### config.mk
export PLATFORM = sky130hd
export DESIGN_NAME = tseq_trigger_seq
export DESIGN_NICKNAME = d
export VERILOG_FILES = /design/src/rtl/tseq_pkg.sv /design/src/rtl/tseq_bit_pick.sv /design/src/rtl/tseq_poll_pacer.sv /design/src/rtl/tseq_trigger_seq.sv
export SDC_FILE = /design/constraint.sdc
export NUM_CORES = 1
export LEC_CHECK = 0
export BUFFER_PORTS_ARGS = -buffer_cell sky130_fd_sc_hd__buf_4
export CAP_MARGIN = 20
export CORE_ASPECT_RATIO = 0.75
export CORE_MARGIN = 2
export CORE_UTILIZATION = 25
export DETAILED_ROUTE_END_ITERATION = 8
export GPL_TIMING_DRIVEN = 0
export SKIP_LAST_GASP = 1
export SYNTH_ARGS = -nofsm -noshare
export SYNTH_HDL_FRONTEND = slang
export SYNTH_SLANG_ARGS = --single-unit
### constraint.sdc
create_clock -name clk -period 4.3 [get_ports clk]
set_input_delay 1.29 -clock clk [delete_from_list [all_inputs] [get_ports clk]]
set_output_delay 1.29 -clock clk [all_outputs]
set_load 0.005 [all_outputs]
### src/rtl/tseq_pkg.sv
`timescale 1ns/1ps
package tseq_pkg;

    localparam int          MAP_W     = 8;
    localparam logic [7:0]  OFS_TRIG  = 8'h42;
    localparam logic [7:0]  OFS_REQ   = 8'h50;
    localparam logic [7:0]  OFS_STAT  = 8'h51;
    localparam int          FIRE_BIT  = 7;
    localparam logic [7:0]  REFUSE    = 8'hFF;

    typedef enum logic [3:0] {
        ST_IDLE, ST_PRE_RD, ST_PRE_WR, ST_PICK, ST_RMW_RD, ST_RMW_WR,
        ST_POLL_RD, ST_WAIT, ST_NACK_WR, ST_DONE
    } st_e;

    typedef enum logic [2:0] {
        STP_CLR_STAT, STP_SET_REQ, STP_FIRE, STP_UNREQ, STP_UNSTAT, STP_CLEAN
    } step_e;

    typedef struct packed {
        logic [7:0] ofs;
        logic [7:0] mask;
        logic [7:0] val;
    } rmw_op_t;

    function automatic rmw_op_t step_op(step_e s, logic [7:0] one_bit, logic [7:0] whole_map);
        rmw_op_t o;
        unique case (s)
            STP_CLR_STAT: o = '{OFS_STAT, one_bit, 8'h00};
            STP_SET_REQ:  o = '{OFS_REQ,  one_bit, one_bit};
            STP_FIRE:     o = '{OFS_TRIG, 8'h80,   8'h80};
            STP_UNREQ:    o = '{OFS_REQ,  one_bit, 8'h00};
            STP_UNSTAT:   o = '{OFS_STAT, one_bit, 8'h00};
            default:      o = '{OFS_REQ,  whole_map, 8'h00};
        endcase
        return o;
    endfunction

endpackage

### src/rtl/tseq_bit_pick.sv
`timescale 1ns/1ps
module tseq_bit_pick #(
    parameter int W = 8,
    localparam int IW = $clog2(W + 1),
    localparam int XW = $clog2(W)
) (
    input  logic [W-1:0]  map,
    input  logic [IW-1:0] from,
    output logic          found,
    output logic [XW-1:0] idx
);
    logic [W-1:0] elig;

    generate
        for (genvar i = 0; i < W; i++) begin : g_elig
            assign elig[i] = map[i] && (IW'(i) >= from);
        end
    endgenerate

    always_comb begin
        found = 1'b0;
        idx   = '0;
        for (int i = W - 1; i >= 0; i--) begin
            if (elig[i]) begin
                found = 1'b1;
                idx   = XW'(i);
            end
        end
    end
endmodule

### src/rtl/tseq_poll_pacer.sv
`timescale 1ns/1ps
module tseq_poll_pacer #(
    parameter int LIMIT = 2000,
    parameter int GAP   = 50000
) (
    input  logic clk,
    input  logic rst_n,
    input  logic arm,
    input  logic poll_taken,
    input  logic gap_load,
    input  logic gap_tick,
    output logic last_poll,
    output logic gap_zero
);
    localparam int CW = $clog2(LIMIT + 1);
    localparam int GW = $clog2(GAP + 1);

    logic [CW-1:0] poll_cnt;
    logic [GW-1:0] gap_cnt;

    always_ff @(posedge clk or negedge rst_n) begin
        if (!rst_n) begin
            poll_cnt <= '0;
            gap_cnt  <= '0;
        end else begin
            if (arm)
                poll_cnt <= '0;
            else if (poll_taken)
                poll_cnt <= poll_cnt + 1'b1;
            if (gap_load)
                gap_cnt <= GW'(GAP - 1);
            else if (gap_tick && gap_cnt != '0)
                gap_cnt <= gap_cnt - 1'b1;
        end
    end

    assign last_poll = (poll_cnt == CW'(LIMIT - 1));
    assign gap_zero  = (gap_cnt == '0);


    polls_bounded_chk: assert property (@(posedge clk) disable iff (!rst_n)
        poll_taken |-> poll_cnt < CW'(LIMIT));
endmodule

### src/rtl/tseq_trigger_seq.sv
`timescale 1ns/1ps
module tseq_trigger_seq
    import tseq_pkg::*;
#(
    parameter int ADDR_W     = 16,
    parameter int POLL_LIMIT = 2000,
    parameter int POLL_GAP   = 50000
) (
    input  logic              clk,
    input  logic              rst_n,
    input  logic              start,
    input  logic [7:0]        bitmap,
    input  logic [ADDR_W-1:0] base,
    output logic              busy,
    output logic              done,
    output logic              err,
    output logic              timeout,
    output logic              bus_req,
    output logic              bus_we,
    output logic [ADDR_W-1:0] bus_addr,
    output logic [7:0]        bus_wdata,
    input  logic              bus_ack,
    input  logic [7:0]        bus_rdata,
    input  logic              bus_err
);
    localparam int IW = $clog2(MAP_W + 1);
    localparam int XW = $clog2(MAP_W);

    st_e               state_q, state_d;
    step_e             step_q, step_d;
    logic [7:0]        map_q;
    logic [ADDR_W-1:0] base_q;
    logic [XW-1:0]     cur_q;
    logic [IW-1:0]     scan_q;
    logic [7:0]        old_q;
    logic              err_q, to_q;
    logic              fail_set, to_set;
    logic              found;
    logic [XW-1:0]     pick_idx;
    logic              last_poll, gap_zero;
    logic [7:0]        cur_bit;
    rmw_op_t           op;

    assign cur_bit = 8'b1 << cur_q;
    assign op      = step_op(step_q, cur_bit, map_q);

    tseq_bit_pick #(.W(MAP_W)) u_pick (
        .map   (map_q),
        .from  (scan_q),
        .found (found),
        .idx   (pick_idx)
    );

    tseq_poll_pacer #(.LIMIT(POLL_LIMIT), .GAP(POLL_GAP)) u_pacer (
        .clk        (clk),
        .rst_n      (rst_n),
        .arm        (state_q == ST_RMW_WR && bus_ack && step_q == STP_FIRE),
        .poll_taken (state_q == ST_POLL_RD && bus_ack),
        .gap_load   (state_q == ST_POLL_RD && bus_ack),
        .gap_tick   (state_q == ST_WAIT),
        .last_poll  (last_poll),
        .gap_zero   (gap_zero)
    );

    // next state and step
    always_comb begin
        state_d  = state_q;
        step_d   = step_q;
        fail_set = 1'b0;
        to_set   = 1'b0;
        unique case (state_q)
            ST_IDLE: begin
                if (start)
                    state_d = (bitmap == '0) ? ST_DONE : ST_PRE_RD;
            end
            ST_PRE_RD: begin
                if (bus_ack) begin
                    if (bus_err) begin
                        fail_set = 1'b1;
                        state_d  = ST_RMW_RD;
                        step_d   = STP_CLEAN;
                    end else if (bus_rdata == REFUSE) begin
                        state_d = ST_PRE_WR;
                    end else begin
                        state_d = ST_PICK;
                    end
                end
            end
            ST_PRE_WR: begin
                if (bus_ack) begin
                    if (bus_err) begin
                        fail_set = 1'b1;
                        state_d  = ST_RMW_RD;
                        step_d   = STP_CLEAN;
                    end else begin
                        state_d = ST_PICK;
                    end
                end
            end
            ST_PICK: begin
                state_d = ST_RMW_RD;
                step_d  = found ? STP_CLR_STAT : STP_CLEAN;
            end
            ST_RMW_RD, ST_RMW_WR: begin
                if (bus_ack) begin
                    if (bus_err) begin
                        fail_set = 1'b1;
                        state_d  = (step_q == STP_CLEAN) ? ST_DONE : ST_RMW_RD;
                        step_d   = STP_CLEAN;
                    end else if (state_q == ST_RMW_RD) begin
                        state_d = ST_RMW_WR;
                    end else begin
                        unique case (step_q)
                            STP_CLR_STAT: begin state_d = ST_RMW_RD; step_d = STP_SET_REQ; end
                            STP_SET_REQ:  begin state_d = ST_RMW_RD; step_d = STP_FIRE;    end
                            STP_FIRE:     state_d = ST_POLL_RD;
                            STP_UNREQ:    begin state_d = ST_RMW_RD; step_d = STP_UNSTAT;  end
                            STP_UNSTAT:   state_d = ST_PICK;
                            default:      state_d = ST_DONE;
                        endcase
                    end
                end
            end
            ST_POLL_RD: begin
                if (bus_ack) begin
                    if (bus_err) begin
                        fail_set = 1'b1;
                        state_d  = ST_RMW_RD;
                        step_d   = STP_CLEAN;
                    end else if (bus_rdata == REFUSE) begin
                        fail_set = 1'b1;
                        state_d  = ST_NACK_WR;
                    end else if ((bus_rdata & cur_bit) != '0) begin
                        state_d = ST_RMW_RD;
                        step_d  = STP_UNREQ;
                    end else if (last_poll) begin
                        fail_set = 1'b1;
                        to_set   = 1'b1;
                        state_d  = ST_RMW_RD;
                        step_d   = STP_CLEAN;
                    end else begin
                        state_d = ST_WAIT;
                    end
                end
            end
            ST_WAIT: begin
                if (gap_zero)
                    state_d = ST_POLL_RD;
            end
            ST_NACK_WR: begin
                if (bus_ack) begin
                    if (bus_err)
                        fail_set = 1'b1;
                    state_d = ST_RMW_RD;
                    step_d  = STP_CLEAN;
                end
            end
            default: state_d = ST_IDLE;
        endcase
    end

    // state and data registers
    always_ff @(posedge clk or negedge rst_n) begin
        if (!rst_n) begin
            state_q <= ST_IDLE;
            step_q  <= STP_CLEAN;
            map_q   <= '0;
            base_q  <= '0;
            cur_q   <= '0;
            scan_q  <= '0;
            old_q   <= '0;
            err_q   <= 1'b0;
            to_q    <= 1'b0;
        end else begin
            state_q <= state_d;
            step_q  <= step_d;
            if (state_q == ST_IDLE && start) begin
                map_q  <= bitmap;
                base_q <= base;
                scan_q <= '0;
                err_q  <= (bitmap == '0);
                to_q   <= 1'b0;
            end else begin
                if (fail_set) err_q <= 1'b1;
                if (to_set)   to_q  <= 1'b1;
            end
            if (state_q == ST_PICK && found)
                cur_q <= pick_idx;
            if (state_q == ST_RMW_RD && bus_ack)
                old_q <= bus_rdata;
            if (state_q == ST_RMW_WR && bus_ack && !bus_err && step_q == STP_UNSTAT)
                scan_q <= IW'(cur_q) + 1'b1;
        end
    end

    // outputs
    always_comb begin
        bus_req   = 1'b0;
        bus_we    = 1'b0;
        bus_addr  = base_q + ADDR_W'(OFS_STAT);
        bus_wdata = '0;
        unique case (state_q)
            ST_PRE_RD, ST_POLL_RD: begin
                bus_req = 1'b1;
            end
            ST_PRE_WR, ST_NACK_WR: begin
                bus_req = 1'b1;
                bus_we  = 1'b1;
            end
            ST_RMW_RD: begin
                bus_req  = 1'b1;
                bus_addr = base_q + ADDR_W'(op.ofs);
            end
            ST_RMW_WR: begin
                bus_req   = 1'b1;
                bus_we    = 1'b1;
                bus_addr  = base_q + ADDR_W'(op.ofs);
                bus_wdata = (old_q & ~op.mask) | (op.val & op.mask);
            end
            default: ;
        endcase
    end

    assign busy    = (state_q != ST_IDLE);
    assign done    = (state_q == ST_DONE);
    assign err     = err_q;
    assign timeout = to_q;


    zero_reject_chk: assert property (@(posedge clk) disable iff (!rst_n)
        (!busy && start && bitmap == '0) |=> (done && err && !bus_req));


    req_hold_chk: assert property (@(posedge clk) disable iff (!rst_n)
        (bus_req && !bus_ack) |=> (bus_req && $stable(bus_addr) && $stable(bus_we) && $stable(bus_wdata)));


    fire_bit_chk: assert property (@(posedge clk) disable iff (!rst_n)
        (bus_req && bus_we && bus_addr == base_q + ADDR_W'(OFS_TRIG)) |-> bus_wdata[FIRE_BIT]);


    timeout_err_chk: assert property (@(posedge clk) disable iff (!rst_n)
        (done && timeout) |-> err);


    busy_end_chk: assert property (@(posedge clk) disable iff (!rst_n)
        $fell(busy) |-> $past(done));


    busy_hold_chk: assert property (@(posedge clk) disable iff (!rst_n)
        (busy && !done) |=> busy);
endmodule

======== Word-level counts from Yosys, hierarchy flattened ========
Cells that the tools add are included.
storage, ports and cells
  flip-flop bits (word level) ............. 75
  bits in latches ......................... 0
  bits in writable memories ............... 0
  memory bits (read-only) ................. 0
  input bits .............................. 37
  output and inout bits ................... 30
  logic and storage cells ................. 176
  memories ................................ 0
cells by class
  add/sub/neg operators ................... 5
  multipliers ............................. 0
  div/mod/pow operators ................... 0
  order comparisons ....................... 8
  eq/ne operators ......................... 29
  shift-type cells ........................ 1
  multiplexer cells ....................... 77
  bitwise logic cells ..................... 5
  reductions and logical operators ........ 40
operators with widths
  cell                                                               number
  one-hot mux 21 bit (4 select lines)                                1
  two-way mux 3 bit                                                  22
  two-way mux 4 bit                                                  15
  two-way mux 16 bit                                                 3
  one-hot mux 4 bit (8 select lines)                                 1
  two-way mux 1 bit                                                  26
  bitwise AND 8 bit                                                  3
  two-way mux 11 bit                                                 2
  logical AND 1 bit                                                  17
  adder 16 x 7 -> 16 bit (second input constant)                     1
  adder 16 x 8 -> 16 bit                                             1
  equality test 4 x 3 -> 1 bit (second input constant)               4
  greater-or-equal comparator 3 x 4 -> 1 bit (first input constant)  4
  zero test 16 bit                                                   1
  nonzero test 16 bit                                                1
  subtractor 16 x 1 -> 16 bit (second input constant)                1
  one-hot mux 3 bit (5 select lines)                                 1
  inequality test 2 bit (second input constant)                      6
  one-hot mux 4 bit (3 select lines)                                 1
  adder 11 x 1 -> 11 bit (second input constant)                     1
  equality test 11 bit (second input constant)                       1
  AND reduction 10 bit                                               1
  nonzero test 2 bit                                                 5
  one-hot mux 3 bit (3 select lines)                                 1
  32 further kinds                                                   45

======== Longest topological paths before layout ========
  word-level depth ........................ 12
  mapped depth ............................ 12
  gate-level depth less buffers ........... 10

======== Modules after synthesis ========
From an unflattened synthesis, not the netlist that was laid out.
second synthesis, totals
  cell total of the unflattened synthesis .. 553
  area total of the unflattened synthesis .. 5057.4 um^2
by module, submodules not included
  module            instances  cells each  area each (um^2)  sequential area each (um^2)
  tseq_trigger_seq  1          356         3326.9            1203.7
  tseq_poll_pacer   1          161         1486.4            675.6
  tseq_bit_pick     1          36          244.0             0.0

======== Least setup slack after synthesis ========
Ideal clock, no wire load.
  kind .................................... reg2out
  start point ............................. register state_q[1]
  end point ............................... output bus_addr[15]
  arrival time ............................ 2.491 ns
  data required time ...................... 3.010 ns
  setup slack ............................. 0.519 ns
  cell stages (with the launch flop) ...... 13
  path buffers ............................ 3
  cell sequence ........................... dfrtp_1 -> buf_2 -> clkbuf_1 -> buf_2 -> nor2_1 -> nand3_1 -> inv_1 -> ha_1 -> a21o_1 -> a41o_1 -> a21oi_1 -> nor3b_1 -> xor2_1
between the ends
  longest elaborated chain between the ends .. 3
  elaborated cells between the ends (all ways) .. 4
  those cells by class .................... 2 x eq/ne; 1 x mux; 1 x reduce/logical
RTL lines
  what                            line                     source
  start: declaration              tseq_trigger_seq.sv:29   st_e state_q, state_d;
  start signal: assignment        tseq_trigger_seq.sv:175  state_q <= state_d;
  equality test 4 x 3 -> 1 bit    tseq_trigger_seq.sv:202  unique case (state_q)
  OR reduction 2 bit (no line) *  --
  two-way mux 16 bit *            --
  end: declaration                tseq_trigger_seq.sv:20   output logic [ADDR_W-1:0] bus_addr,
Mark *: on every way between the ends. The rest lies on a longest branch, timed or not.

======== Worst setup path in the final report ========
  start point ............................. register step_q[1]
  end point ............................... output bus_addr[10]
between the ends
  longest elaborated chain between the ends .. 5
  elaborated cells between the ends (all ways) .. 9
  those cells by class .................... 1 x add/sub; 4 x eq/ne; 2 x mux; 2 x reduce/logical
RTL lines
  what                                                    line                                              source
  start: declaration                                      tseq_trigger_seq.sv:30                            step_e step_q, step_d;
  start signal: assignment                                tseq_trigger_seq.sv:176                           step_q <= step_d;
  equality test 3 bit or zero test 3 bit (tied branches)  tseq_pkg.sv:28                                    unique case (s)
  OR reduction 2 bit (no line)                            --
  one-hot mux 21 bit (4 select lines) *                   tseq_pkg.sv:28
  adder 16 x 8 -> 16 bit *                                tseq_trigger_seq.sv:212, tseq_trigger_seq.sv:217
  two-way mux 16 bit *                                    --
Marks and branches as above.

==> flow_metrics.env <==
export IMPL_remaining_drc_errors=0
export IMPL_maxSlewViolCount=0
export IMPL_gp_congestion=0.8585
export IMPL_skew_ns=0.006849
export IMPL_diodes=0
export IMPL_clk_pin_slew_worst_paths_ns=0.06
export IMPL_start_util_pct=25.59
export IMPL_portBuffers=64
export IMPL_hold_depth=1
export IMPL_post_cts_buffers=0
export IMPL_grt_max_degree=76
export IMPL_drive_gt1_share_pct=24.91
export IMPL_fp_dieW_um=162.9
export IMPL_firstDrtPassIters=5
export IMPL_rrSetupSlack_ns=1.85
export IMPL_numClockSinks=75
export IMPL_worstSetupStartpointType="flop"
export IMPL_yosysTopAreaCellShare_pct=38.56
export IMPL_multiInputGateArea_um2=2703
export IMPL_layout_setup_ws_ns=0.1656
export IMPL_finalSetupTns_ns=0
export IMPL_cap_violations=0
export IMPL_hp_start="u_pacer.gap_cnt[7]$_DFFE_PN0P_"
export IMPL_yosysMostFrequentCell="dfrtp_1"
export IMPL_synth_top_cell_by_area="dfrtp_1"
export IMPL_arrival_ns=2.84
export IMPL_yosys_warnings=0
export IMPL_grt_pass1_wl_um=20410
export IMPL_netlist_instances=507
export IMPL_cp_max_fo=10
export IMPL_avgSynthCellArea_um2=9.343
export IMPL_synth_main_ff_cell="dfrtp_1"
export IMPL_max_freq_mhz=241.9
export IMPL_finalHoldViolCount=0
export IMPL_finalCritPeriodShare_pct=96.15
export IMPL_clk_latency_ns=0.34
export IMPL_yosys_cell_types_count=66
export IMPL_cts_tree="done"
export IMPL_slew_headroom_pct=56.10
export IMPL_vias=4054
export IMPL_die_h_um=123.2
export IMPL_final_fill_count=1965
export IMPL_antenna_found_initial=0
export IMPL_grt_usage_pct=13.07
export IMPL_die_area_um2=20080
export IMPL_areaGrowthSynthToFinish_pct=24.46
export IMPL_rows=43
export IMPL_min_path_type="reg -> reg"
export IMPL_final_nets=626
export IMPL_power_density_nw_per_um2=681.9
export IMPL_leakagePower_nw=2.418
export IMPL_drt_wl_total_um=12570
export IMPL_yosys_top_cells_count="73 x dfrtp_1, 46 x nor2_1, 41 x nand2_1"
export IMPL_syn_nets=556
export IMPL_core_region_area_um2=18510
export IMPL_drt_wirelength_per_cell_um=15.16
export IMPL_min_period_ns=4.134
export IMPL_ir_drop_mv=0.2498
export IMPL_finalSetupViolCount=0
export IMPL_tightest_slew_ns=0.6524
export IMPL_ys_seq_area_share_pct=39.67
export IMPL_pre_cts_slack_ns=-0.2481
export IMPL_grt_pass1_vias=3814
export IMPL_root_buffer="clkbuf_16"
export IMPL_synthTopCellsByArea="dfrtp_1 39%, mux2_2 8.3%, xnor2_1 3.7%"
export IMPL_grt_overflow_total=0
export IMPL_rsz0062_at_grt="false"
export IMPL_r2r_start="cur_q[0]$_DFFE_PN0P_"
export IMPL_synthesis_area_um2=4737
export IMPL_hold_slack_ns=0.5036
export IMPL_hpwl_um=9544
export IMPL_regArea_um2=1879
export IMPL_ant_nets=0
export IMPL_worst_r2r_path_depth=7
export IMPL_ctsHtreeMaxLevel=3
export IMPL_cts_buffers=9
export IMPL_synth_edf_count=0
export IMPL_end_kind="output port"
export IMPL_worstPathRequired_ns=3.01
export IMPL_via_per_inst=4.890
export IMPL_r2r_end="step_q[1]$_DFFE_PN0P_"
export IMPL_clk_path_buf_depth=2
export IMPL_status="completed"
export IMPL_postSynth_asyncResetShare_pct=100.0
export IMPL_ys_ff_latch=75
export IMPL_pin_count=67
export IMPL_first_iter_violations=322
export IMPL_min_to="u_pacer.gap_cnt[7]$_DFFE_PN0P_"
export IMPL_worstSetupPathType="reg -> out"
cells in the final DEF, fill, tap and decap left out, drive strengths merged, types with 16 or more instances in the layout:
cell | synthesis | routed
a21oi | 17 | 17
buf | 10 | 72
clkbuf | 19 | 28
dfrtp | 73 | 73
inv | 19 | 19
mux2 | 36 | 36
nand2 | 41 | 41
nand3 | 20 | 20
nor2 | 46 | 46
nor3 | 16 | 16
o21ai | 27 | 27
xnor2 | 20 | 20
where the power goes:
group	internal [mW]	total [mW]	leakage [nW]	switching, mW
clock	0.524	0.812	0.149	0.288
sequential	0.969	1.26	0.910	0.294
combinational	0.971	1.94	1.36	0.974
total	2.46	4.02	2.42	1.56
routing by layer:
layer / wire (um) / global-route usage, % / up-vias
met5: 0 / 0 / -
met4: 123 / 3.429 / 0
met3: 706 / 2.885 / 11
met2: 5144 / 17.64 / 118
met1: 6596 / 20.52 / 1948
li1: - / - / 1977
state kept, by name (all words and copies together) (netlist names):
signal            cells
base_q               16
u_pacer.gap_cnt      16
u_pacer.poll_cnt     11
map_q                 8
old_q                 8
scan_q                4
state_q               4
cur_q                 3
step_q                3
err                   1
timeout               1
stage by stage:
step / total power [mW] / utilization, % / area [um2] / cells
after floorplan: 2.472 / - / 4737 / 507
after global placement: 3.167 / 29.86 / 5527 / 818
after detailed placement: 3.177 / 29.86 / 5527 / 818
after CTS: 4.037 / 31.72 / 5871 / 832
after global routing: 4.321 / 31.86 / 5896 / 829
final: 4.020 / 31.86 / 5896 / 829
logic make-up (layout without fill, tap and decap cells):
logic type	Yosys count	after routing	synth area share (%)
flops	75	75	39.67
compound gates	103	103	15.32
buf+inv	48	123	4.173
simple gates	191	191	20.89
xor+xnor	34	34	6.286
fa+ha+maj	12	12	3.328
mux	44	44	10.33
timing repair:
action,4_1_cts,5_1_grt
gates resized for setup,8,3
endpoints found under the setup margin,10,9
endpoints found under the hold margin,0,0
pin swaps,0,1
hold buffers,0,0
worst max-delay path by stage:
stage	from	cells past startpoint	slack [ns]	endpoint
after detailed placement	state_q[1]$_DFFE_PN0P_	13	-0.25	bus_addr[15]
after global routing	step_q[1]$_DFFE_PN0P_	9	0.01	bus_addr[12]
after CTS	state_q[1]$_DFFE_PN0P_	11	0.02	bus_addr[10]
after global placement	state_q[1]$_DFFE_PN0P_	13	-0.29	bus_addr[15]
final	step_q[1]$_DFFE_PN0P_	9	0.17	bus_addr[10]
after floorplan	state_q[1]$_DFFE_PN0P_	12	0.52	bus_addr[15]
final cells by class:
cell class              instances  share of cell area (%)
well taps                     247                   5.242
multi-input cells             384                   45.84
inverters                      19                   1.210
repair buffers                 65                   8.616
flip-flops and latches         75                   31.88
plain buffers                  23                   1.761
clock buffers                  12                   4.181
clock inverters                 4                   1.273
critical path: stages, from the launching register on:
cell and delay, ns:
dfrtp_1 0.41, clkbuf_1 0.37, o21ai_1 0.20, ha_1 0.25, fa_1 0.43, a41o_1 0.25
a21oi_4 0.20, nand2b_1 0.14, xnor2_1 0.12, buf_4 0.13
No activity file was read; power rests on OpenSTA's default activity.
